### src/rtl/tlu_pkg.sv
package tlu_pkg;
    localparam int LANE_W     = 8;
    localparam int MASK_LANES = 4;
    localparam int TBL_W      = 8;

    typedef struct packed {
        logic                  from_reg;
        logic                  mask_en;
        logic [MASK_LANES-1:0] lane_mask;
    } tlu_mode_t;
endpackage

### src/rtl/tlu_table_sel.sv
module tlu_table_sel
    import tlu_pkg::*;
#(
    parameter int XLEN = 64
) (
    input  logic [4:0]       imm_lo5,
    input  logic [2:0]       imm_hi3,
    input  logic [XLEN-1:0]  tbl_reg,
    input  logic             from_reg,
    output logic [TBL_W-1:0] table_o
);
    logic [TBL_W-1:0] imm_tbl;

    always_comb begin
        imm_tbl = {imm_hi3, imm_lo5};
        table_o = from_reg ? tbl_reg[TBL_W-1:0] : imm_tbl;
    end
endmodule

### src/rtl/tlu_bit_eval.sv
module tlu_bit_eval
    import tlu_pkg::*;
#(
    parameter int XLEN = 64
) (
    input  logic [TBL_W-1:0] table_i,
    input  logic [XLEN-1:0]  hi_sel,
    input  logic [XLEN-1:0]  mid_sel,
    input  logic [XLEN-1:0]  lo_sel,
    output logic [XLEN-1:0]  bits_o
);
    for (genvar i = 0; i < XLEN; i++) begin : g_bit
        logic [2:0] idx;
        assign idx       = {hi_sel[i], mid_sel[i], lo_sel[i]};
        assign bits_o[i] = table_i[idx];
    end
endmodule

### src/rtl/tlu_lane_merge.sv
module tlu_lane_merge
    import tlu_pkg::*;
#(
    parameter int XLEN = 64
) (
    input  logic [XLEN-1:0]       fresh,
    input  logic [XLEN-1:0]       keep,
    input  logic                  mask_en,
    input  logic [MASK_LANES-1:0] lane_mask,
    output logic [XLEN-1:0]       merged
);
    localparam int N_LANES = XLEN / LANE_W;

    for (genvar j = 0; j < N_LANES; j++) begin : g_lane
        logic take_new;
        if (j < MASK_LANES) begin : g_ctl
            assign take_new = !mask_en || lane_mask[j];
        end else begin : g_fix
            assign take_new = !mask_en;
        end
        assign merged[j*LANE_W +: LANE_W] = take_new ? fresh[j*LANE_W +: LANE_W]
                                                     : keep[j*LANE_W +: LANE_W];
    end
endmodule

### src/rtl/tlu_top.sv
module tlu_top
    import tlu_pkg::*;
#(
    parameter int XLEN = 64
) (
    input  logic                  clk,
    input  logic                  rst_n,
    input  logic                  in_valid,
    input  logic [XLEN-1:0]       src_a,
    input  logic [XLEN-1:0]       src_b,
    input  logic [XLEN-1:0]       old_dst,
    input  logic [4:0]            imm_lo5,
    input  logic [2:0]            imm_hi3,
    input  logic [XLEN-1:0]       tbl_reg,
    input  logic                  tbl_from_reg,
    input  logic                  mask_en,
    input  logic [MASK_LANES-1:0] lane_mask,
    output logic                  out_valid,
    output logic [XLEN-1:0]       result
);
    typedef struct packed {
        logic            vld;
        logic [XLEN-1:0] res;
    } tlu_state_t;

    tlu_mode_t        mode;
    logic [TBL_W-1:0] table_w;
    logic [XLEN-1:0]  eval_w;
    logic [XLEN-1:0]  merged_w;
    tlu_state_t       st_d, st_q;

    assign mode = '{from_reg: tbl_from_reg, mask_en: mask_en, lane_mask: lane_mask};

    tlu_table_sel #(.XLEN(XLEN)) u_tbl (
        .imm_lo5  (imm_lo5),
        .imm_hi3  (imm_hi3),
        .tbl_reg  (tbl_reg),
        .from_reg (mode.from_reg),
        .table_o  (table_w)
    );

    tlu_bit_eval #(.XLEN(XLEN)) u_eval (
        .table_i (table_w),
        .hi_sel  (old_dst),
        .mid_sel (src_a),
        .lo_sel  (src_b),
        .bits_o  (eval_w)
    );

    tlu_lane_merge #(.XLEN(XLEN)) u_merge (
        .fresh     (eval_w),
        .keep      (old_dst),
        .mask_en   (mode.mask_en),
        .lane_mask (mode.lane_mask),
        .merged    (merged_w)
    );

    always_comb begin
        st_d     = st_q;
        st_d.vld = in_valid;
        if (in_valid) begin
            st_d.res = merged_w;
        end
    end

    always_ff @(posedge clk) begin
        if (!rst_n) begin
            st_q <= '0;
        end else begin
            st_q <= st_d;
        end
    end

    assign out_valid = st_q.vld;
    assign result    = st_q.res;
endmodule

### config.mk
export PLATFORM = sky130hd
export DESIGN_NAME = tlu_top
export DESIGN_NICKNAME = d
export VERILOG_FILES = /design/src/rtl/tlu_pkg.sv /design/src/rtl/tlu_table_sel.sv /design/src/rtl/tlu_bit_eval.sv /design/src/rtl/tlu_lane_merge.sv /design/src/rtl/tlu_top.sv
export SDC_FILE = /design/constraint.sdc
export NUM_CORES = 1
export LEC_CHECK = 0
export BUFFER_PORTS_ARGS = -buffer_cell sky130_fd_sc_hd__buf_2
export CAP_MARGIN = 20
export CORE_AREA = 2 2 131 133
export DETAILED_ROUTE_END_ITERATION = 10
export DIE_AREA = 0 0 133 135
export GPL_TIMING_DRIVEN = 0
export PLACE_DENSITY = 0.74
export SKIP_CTS_REPAIR_TIMING = 1
export SKIP_LAST_GASP = 1
export SLEW_MARGIN = 30
export SYNTH_ARGS = -nofsm -noshare
export SYNTH_HDL_FRONTEND = slang
export SYNTH_SLANG_ARGS = --single-unit
export TNS_END_PERCENT = 5
### constraint.sdc
create_clock -name clk -period 2 [get_ports clk]
set_input_delay 0 -clock clk [delete_from_list [all_inputs] [get_ports clk]]
set_output_delay 0 -clock clk [all_outputs]
set_load 0.02 [all_outputs]
### Word level (Yosys, flattened, before mapping)

Cells that the tools add are included.

| storage, ports and cells | value |
|---|---|
| register bits | 65 |
| input port bits | 273 |
| output and inout bits | 65 |
| logic and storage cells | 208 |

| cells by class | value |
|---|---|
| magnitude comparators | 64 |
| muxes and demuxes | 137 |
| reductions and logical operators | 5 |

Operators by type and width:

| kind | number |
|---|---|
| 3-bit by 4-bit less-than comparator with 1-bit output, second input constant | 64 |
| 1-bit binary-select mux with 3-bit select | 64 |
| 8-bit 2-to-1 mux | 9 |
| 1-bit 2-to-1 mux | 64 |
| 1-bit logical OR | 4 |
| 1-bit zero test | 1 |

### Logic depth before layout (Yosys ltp)

Gate-level depths: netlist (run 1).

| logic depth | value |
|---|---|
| word-level depth | 4 |
| gate-level depth with buffers | 8 |
| depth with buffers taken out | 4 |

### Cells and area by module

Synthesis (run 1) repeated with hierarchy kept, for this count alone.

| unflattened totals | value |
|---|---|
| cells, all modules | 539 |
| area, all modules | 7544.7 µm² |

By module, submodules not included:

| module | area an instance (µm²) | cells an instance | times used | sequential area each (µm²) |
|---|---|---|---|---|
| tlu_bit_eval | 3948.8 | 246 | 1 | 0.0 |
| tlu_top | 2489.9 | 208 | 1 | 1301.2 |
| tlu_lane_merge | 974.7 | 76 | 1 | 0.0 |
| tlu_table_sel | 131.4 | 9 | 1 | 0.0 |

### Least setup slack after synthesis (run 1)

OpenSTA, ideal clock, no wires.

| timing | value |
|---|---|
| path kind | input-to-reg |
| start point | in tbl_from_reg |
| end point | reg st_q (netlist bit result[39]) |
| stages | 7 |
| data required time | 1861 ps |
| arrival | 1492 ps |
| setup slack | 369 ps |
| buffers on the path | 4 |
| library setup time | 139 ps |
| path through | buf_6 > buf_12 > buf_12 > buf_4 > mux4_2 > a2111oi_0 > a311oi_1 |

| between the ends | value |
|---|---|
| longest elaborated chain between the ends | 4 |

RTL lines:

| what | RTL line | text |
|---|---|---|
| start, declared | tlu_top.sv:15 | `input logic tbl_from_reg,` |
| 8-bit 2-to-1 mux | tlu_table_sel.sv:16 | `table_o = from_reg ? tbl_reg[TBL_W-1:0] : imm_tbl;` |
| 1-bit binary-select mux with 3-bit select | tlu_bit_eval.sv:15 | `assign bits_o[i] = table_i[idx];` |
| 1-bit 2-to-1 mux (not written as such) | tlu_bit_eval.sv:15 |  |
| 8-bit 2-to-1 mux | tlu_lane_merge.sv:21 | `assign merged[j*LANE_W +: LANE_W] = take_new ? fresh[j*LANE_W +: LANE_W]` |
| end signal, assigned | tlu_top.sv:70 | `st_q <= st_d;` |
| end, declared | tlu_top.sv:30 | `tlu_state_t st_d, st_q;` |

No other way between the ends. The select of a mux whose other input is x is not followed.
A chain may end at the register's enable or synchronous reset.

### Worst setup path after layout (run 1)

| timing | value |
|---|---|
| start point | in imm_lo5[2] |
| end point | reg st_q (netlist bit result[30]) |

| between the ends | value |
|---|---|
| longest elaborated chain between the ends | 4 |

RTL lines:

| what | RTL line | text |
|---|---|---|
| start, declared | tlu_top.sv:12 | `input logic [4:0] imm_lo5,` |
| 8-bit 2-to-1 mux | tlu_table_sel.sv:16 |  |
| 1-bit binary-select mux with 3-bit select | tlu_bit_eval.sv:15 |  |
| 1-bit 2-to-1 mux (not written as such) | tlu_bit_eval.sv:15 |  |
| 8-bit 2-to-1 mux | tlu_lane_merge.sv:21 |  |

No other way between the ends. The select of a mux whose other input is x is not followed.

==> metrics.txt, run 1 <==
Post-synth EDFFs 0; Worst Skew 0 ns; R2R cell count 3; Die X 133 um; Synth async-reset ratio 0%; switching share of power ~35%; failing checks hold timing; 1st-pass router iterations 5; syn_nets a little under 900; vias about 7600; number of CTS-inserted buffers 9; Ys Warns 0; Buf/Inv on CP 3; nets@finish between 1000 and 1500; Sequential Area 0.001301 mm^2; Synth-to-Final Area Change 35.62%; Avg WL per Cell 24.30 um; Yosys reg bits 65; VDD IR max a little over 0.4 mV; Final Wtd Congestion 0.9025; status finished, violations left; PwrDens approximately 540 mW/mm^2; fraction of layout cells with a size suffix above 1 about 49%; # DRC 0; Initial DRC Count between 500 and 600; worst min path class in2reg; internal power approximately 3.3 mW; first-pass GRT wire length 41970 um; number of max-cap violations 0; GRT Util Overall between 30% and 40%; crit-path cells buf_2 -> mux2_2 -> clkbuf_1 -> clkbuf_1 -> mux4_2 -> nand2_1 -> a31oi_1; pre-CTS setup slack -0.2766 ns; Worst path slowest cell clkbuf_1; Pwr Total between 5 and 6 mW; Mapped Cells roughly 600; Sink Count 65; Buffers on Ports between 200 and 300; GR peak layer met2; clk buf depth 2; max-slew violation count 0; Filler cells approximately 1400; Min Clock Period, post-route about 1.9 ns; hold slack -0.003543 ns; Cell variety after synth 38; root buffer cell clkbuf_16; Leak slightly below 4 nW; vias in the first global route 7543; ys flop type dfxtp_1; syn avg cell area about 12 um^2; final hold violations 2; commonest non-fill, non-tap cell in the layout buf_2; core box area between 0.015 and 0.02 mm^2; IO Count about 340; mean number of vias per cell 6.566; CTS tree built; Detailed Place HPWL around 21000 um; Comb pwr share approximately 43%; Die H ~140 um; NetSw about 1.8 mW; Top cell by count, worst path clkbuf_1; Detailed Route WL around 28000 um; largest net degree at the start of global routing 11; classification of the worst setup path in2reg; Synth area leaders mux4_2, dfxtp_1, a31oi_1; Total Neg Setup Slack 0 ns; Final setup viols 0; commonest non-fill, non-tap cells in the layout buf_2, mux4_2, clkbuf_1, dfxtp_1, dlygate4sd3_1; Final Util roughly 57%; row count 47; RSZ-0062 raised after global routing no; die footprint between 0.015 and 0.02 mm^2; fin crit share ~93%; Initial Utilization a little over two fifths; Reg clk slew, reported paths roughly 0.050 ns; Sequential Power Share between 20% and 30%; top cell type's share of synthesized area 43.42%; CP Max Fanout 10; antenna violations before repair 6; crit path DAT 2.11 ns; crit path capture type flip-flop; Worst-Margin Slew between 0.7 and 0.8 ns; Hold Path Cell Cnt 3; Synth Cell Area between 0.006 and 0.007 mm^2; CP delay by family, top buffers and inverters; Rel. slew slack a little under half; Clk pwr share between 20 and 30%; Synth area leader mux4_2; met1 Use GR 36.77%; WP depth 7; post-synthesis sequential area ratio approximately a fifth; smallest setup slack after layout 0.1432 ns; H-tree levels 3; met3 usage approximately 8.5%; Worst EP required roughly 2.3 ns; M2 GR Usage ~53%; multi-input combinational cell area ~0.0052 mm^2; post-route ant nets 0; grt ovf 0; Fmax 0.5385 GHz; Skew-Pair Late Insertion Delay between 0.3 and 0.4 ns; CP Launch Type primary input; Crit path largest cell delay about 0.53 ns
## final timing paths
| check | start | end | slack, ns |
|---|---|---|---|
| worst max-delay path | imm_lo5[2] | result[30]$_SDFFE_PN0P_ | 0.14 |
| worst min-delay path | old_dst[1] | result[1]$_SDFFE_PN0P_ | -0.004 |
| worst max register to register | result[29]$_SDFFE_PN0P_ | result[29]$_SDFFE_PN0P_ | 1.12 |
| worst min register to register | result[12]$_SDFFE_PN0P_ | result[12]$_SDFFE_PN0P_ | 0.51 |
## layer usage
| layer | wire length [um] | vias up |
|---|---|---|
| met3 | 3710 | 96 |
| met4 | 915 | 6 |
| met1 | 9525 | 3650 |
| met5 | 30 | - |
| li1 | - | 3233 |
| met2 | 14110 | 658 |
## power by group through the flow
| stage | Combinational (mW) | Clock [mW] | Sequential [mW] |
|---|---|---|---|
| after global routing | 2.30 | 1.51 | 1.49 |
| after floorplan | 1.14 | 0 | 1.63 |
| final | 2.16 | 1.45 | 1.48 |
| after global placement | 2.01 | 0 | 1.50 |
| after CTS | 2.05 | 1.47 | 1.47 |
| after detailed placement | 2.04 | 0 | 1.50 |
## state kept, by name, summed over array words and instances, names as in the netlist
name / flops
out_valid: 1
result: 64
## Yosys cell counts (2+ instances only)
master,number
mux4_2,133
clkbuf_1,66
dfxtp_1,65
a31oi_1,45
nor2_1,39
o21ai_0,34
o31a_1,28
nand2_1,23
mux2i_1,18
inv_1,17
nand3_1,17
o221ai_1,17
mux2_2,12
a211o_1,9
nand4_1,9
o2111a_1,9
buf_2,6
mux4_1,5
a21oi_1,4
a221o_1,4
a311oi_1,4
and3b_1,4
nand2b_1,4
nor3_1,4
a2111oi_0,3
buf_12,3
a211oi_1,2
a211oi_2,2
a21o_1,2
and3_1,2
mux2_4,2
## tightest hold or removal path: cells and delay by family
kind            cells  cell delay [ns]
compound gates      1             0.12
simple gates        1             0.08
buf+inv             1             0.09
## final cells by class
type / instances / share of cell area (%)
clock buffer: 12 / 2.634
clock inverter: 1 / 0.05349
sequential: 65 / 13.91
antenna: 3 / 0.08024
buffer: 78 / 3.865
timing repair buffer: 329 / 20.27
inverter: 18 / 0.7221
multi-input combinational: 438 / 55.52
tap: 220 / 2.942
## cells by family (layout without fill, tap and decap cells)
family,after synthesis,in the layout,share of synthesized area [%]
DFF,65,65,18.86
buffers and inverters,96,438,6.221
and+or+nand+nor,104,104,6.946
muxes,170,170,50.33
AOI/OAI and AO/OA,164,164,17.65
other,0,3,0
## stage by stage
step,std cells,area [um^2]
after floorplan,599,6899
after global placement,1098,8571
after detailed placement,1098,8578
after CTS,1111,8830
after global routing,1162,9351
final,1164,9356
Power figures use the tool's default switching activity.
==> run 2, diff against run 1 <==
- CELL_PAD_IN_SITES_DETAIL_PLACEMENT: unset -> 0
- CELL_PAD_IN_SITES_GLOBAL_PLACEMENT: unset -> 2
- CORE_AREA: 2 2 131 133 -> unset
- CORE_UTILIZATION: unset -> 28
- DIE_AREA: 0 0 133 135 -> unset
- PLACE_DENSITY: 0.74 -> unset
- PLACE_DENSITY_LB_ADDON: unset -> 0.1
==> metrics.txt, run 2 (same netlist as run 1, synthesis figures left out) <==
clk buf depth 2 (unchanged); Filler cells 2445 (was 1381); fraction of layout cells with a size suffix above 1 48.99% (was 48.78%); Sequential Area 0.001301 mm^2 (unchanged); status finished, violations left (unchanged); CTS tree built (unchanged); commonest non-fill, non-tap cell in the layout buf_2 (unchanged); internal power 3.669 mW (was 3.331 mW); H-tree levels 3 (unchanged); Min Clock Period, post-route 1.818 ns (was 1.857 ns); Comb pwr share 39.5% (was 42.5%); CP Launch Type primary input (unchanged); CP Max Fanout 10 (unchanged); Worst R2R Setup Slack 1.12 ns (about the same); PwrDens 575.6 mW/mm^2 (was 544.1 mW/mm^2); max-slew violation count 0 (unchanged); crit path DAT 2.05 ns (was 2.11 ns); Initial Utilization 28.45% (was 42.05%); Initial DRC Count 456 (was 547); Hold EP result[15]$_SDFFE_PN0P_ (was result[1]$_SDFFE_PN0P_); Rel. slew slack 45.22% (was 46.98%); crit path capture type flip-flop (unchanged); vias in the first global route 7554 (was 7543); Die X 159.0 um (was 133 um); Avg WL per Cell 24.07 um (was 24.30 um); die footprint 0.02527 mm^2 (was 0.01796 mm^2); Detailed Place HPWL 22620 um (was 20630 um); fin crit share 90.88% (was 92.84%); Final Wtd Congestion 0.8439 (was 0.9025); Skew-Pair Late Insertion Delay 0.34 ns (about the same); Detailed Route WL 30570 um (was 28290 um); commonest non-fill, non-tap cells in the layout buf_2, mux4_2, clkbuf_1, dfxtp_1, dlygate4sd3_1 (unchanged); Reg clk slew, reported paths 0.07 ns (was 0.05 ns); hold_sp src_a[15] (was old_dst[1]); first-pass GRT wire length 45660 um (was 41970 um); hold slack -0.01383 ns (was -0.003543 ns); largest net degree at the start of global routing 11 (unchanged); root buffer cell clkbuf_16 (unchanged); multi-input combinational cell area 0.005195 mm^2 (unchanged); switching share of power 33.36% (was 34.57%); Sink Count 65 (unchanged); classification of the worst setup path in2reg (unchanged); # DRC 0 (unchanged); antenna violations before repair 5 (was 6); worst r2r dst result[20]$_SDFFE_PN0P_ (was result[29]$_SDFFE_PN0P_); Synth-to-Final Area Change 38.65% (was 35.62%); Clk pwr share 33.7% (was 28.5%); R2R cell count 3 (unchanged); final hold violations 3 (was 2); 1st-pass router iterations 5 (unchanged); Total Neg Setup Slack 0 ns (unchanged); Fmax 0.5502 GHz (was 0.5385 GHz); Final setup viols 0 (unchanged); Die H 159.0 um (was 135 um); max FFs per register 64 (unchanged); Sequential Power Share 26.8% (was 29.0%); IO Count 338 (unchanged); mean number of vias per cell 5.724 (was 6.566); Buffers on Ports 279 (unchanged); NetSw 1.836 mW (was 1.760 mW); failing checks hold timing (unchanged); pre-CTS setup slack -0.2806 ns (was -0.2766 ns); nets@finish 1212 (unchanged); number of CTS-inserted buffers 9 (unchanged); Worst-Margin Slew 0.8058 ns (was 0.7799 ns); Leak 3.878 nW (was 3.840 nW); worst min path class in2reg (unchanged); post-route ant nets 0 (unchanged); VDD IR max 0.2549 mV (was 0.4066 mV); row count 57 (was 47); number of max-cap violations 0 (unchanged); smallest setup slack after layout 0.1823 ns (was 0.1432 ns); Worst Skew 0 ns (unchanged); GRT Util Overall 23.81% (was 30.89%); core box area 0.02425 mm^2 (was 0.01641 mm^2); vias 7270 (was 7643); grt ovf 0 (unchanged); Hold Path Cell Cnt 3 (unchanged); RSZ-0062 raised after global routing no (unchanged); Worst EP required 2.23 ns (was 2.26 ns); Worst R2R Start result[20]$_SDFFE_PN0P_ (was result[29]$_SDFFE_PN0P_)
run 2: worst max-delay path by stage:
stage                            start                 endpoint  slack (ns)
after floorplan           tbl_from_reg  result[39]$_SDFFE_PN0P_        0.37
after global placement    tbl_from_reg  result[61]$_SDFFE_PN0P_       -0.47
after detailed placement  tbl_from_reg   result[2]$_SDFFE_PN0P_       -0.28
after CTS                 tbl_from_reg   result[2]$_SDFFE_PN0P_        0.07
after global routing      tbl_from_reg  result[38]$_SDFFE_PN0P_        0.09
final                     tbl_from_reg  result[44]$_SDFFE_PN0P_        0.18
run 2: stage by stage:
step                      area, um^2  power [mW]  instances  hold slack [ns]  util [%]
after floorplan                 6899       2.767        599           0.1084         -
after global placement          8701       3.562       1202           0.2176     35.88
after detailed placement        8723       3.596       1202           0.2227     35.98
after CTS                       9054       5.472       1217          -0.1436     37.34
after global routing            9565       5.772       1270          0.01095     39.45
final                           9565       5.506       1270         -0.01383     39.45
run 2: power by group through the flow:
stage	clock [mW]	combinational, mW	sequential, mW
2_1_floorplan	0	1.14	1.63
3_3_place_gp	0	2.06	1.50
3_5_place_dp	0	2.09	1.50
4_1_cts	1.90	2.10	1.47
5_1_grt	1.96	2.33	1.49
6_report	1.86	2.17	1.47
run 2: worst max-delay path: stages:
cell and delay (ns):
buf_6 0.11, buf_12 0.15, mux2i_2 0.70, clkbuf_1 0.46
mux4_2 0.33, nor2_1 0.04, o31a_1 0.25
run 2: per-layer routing:
layer  up-vias  global-route usage, %  part of all wire (%)
li1       3228                      -                     -
met1      3628                  30.72                    41
met2       364                  38.70                    48
met3        46                  5.757                   8.2
met4         4                  8.872                   2.4
met5         -                      0                 0.065
run 2: area by class of cell:
type	instances	area share [%]
flip-flops and latches	65	13.60
plain buffers	78	3.780
repair buffers	329	19.83
well taps	324	4.238
clock inverters	2	0.6279
diodes	3	0.07848
multi-input cells	438	54.31
clock buffers	13	2.825
inverters	18	0.7063
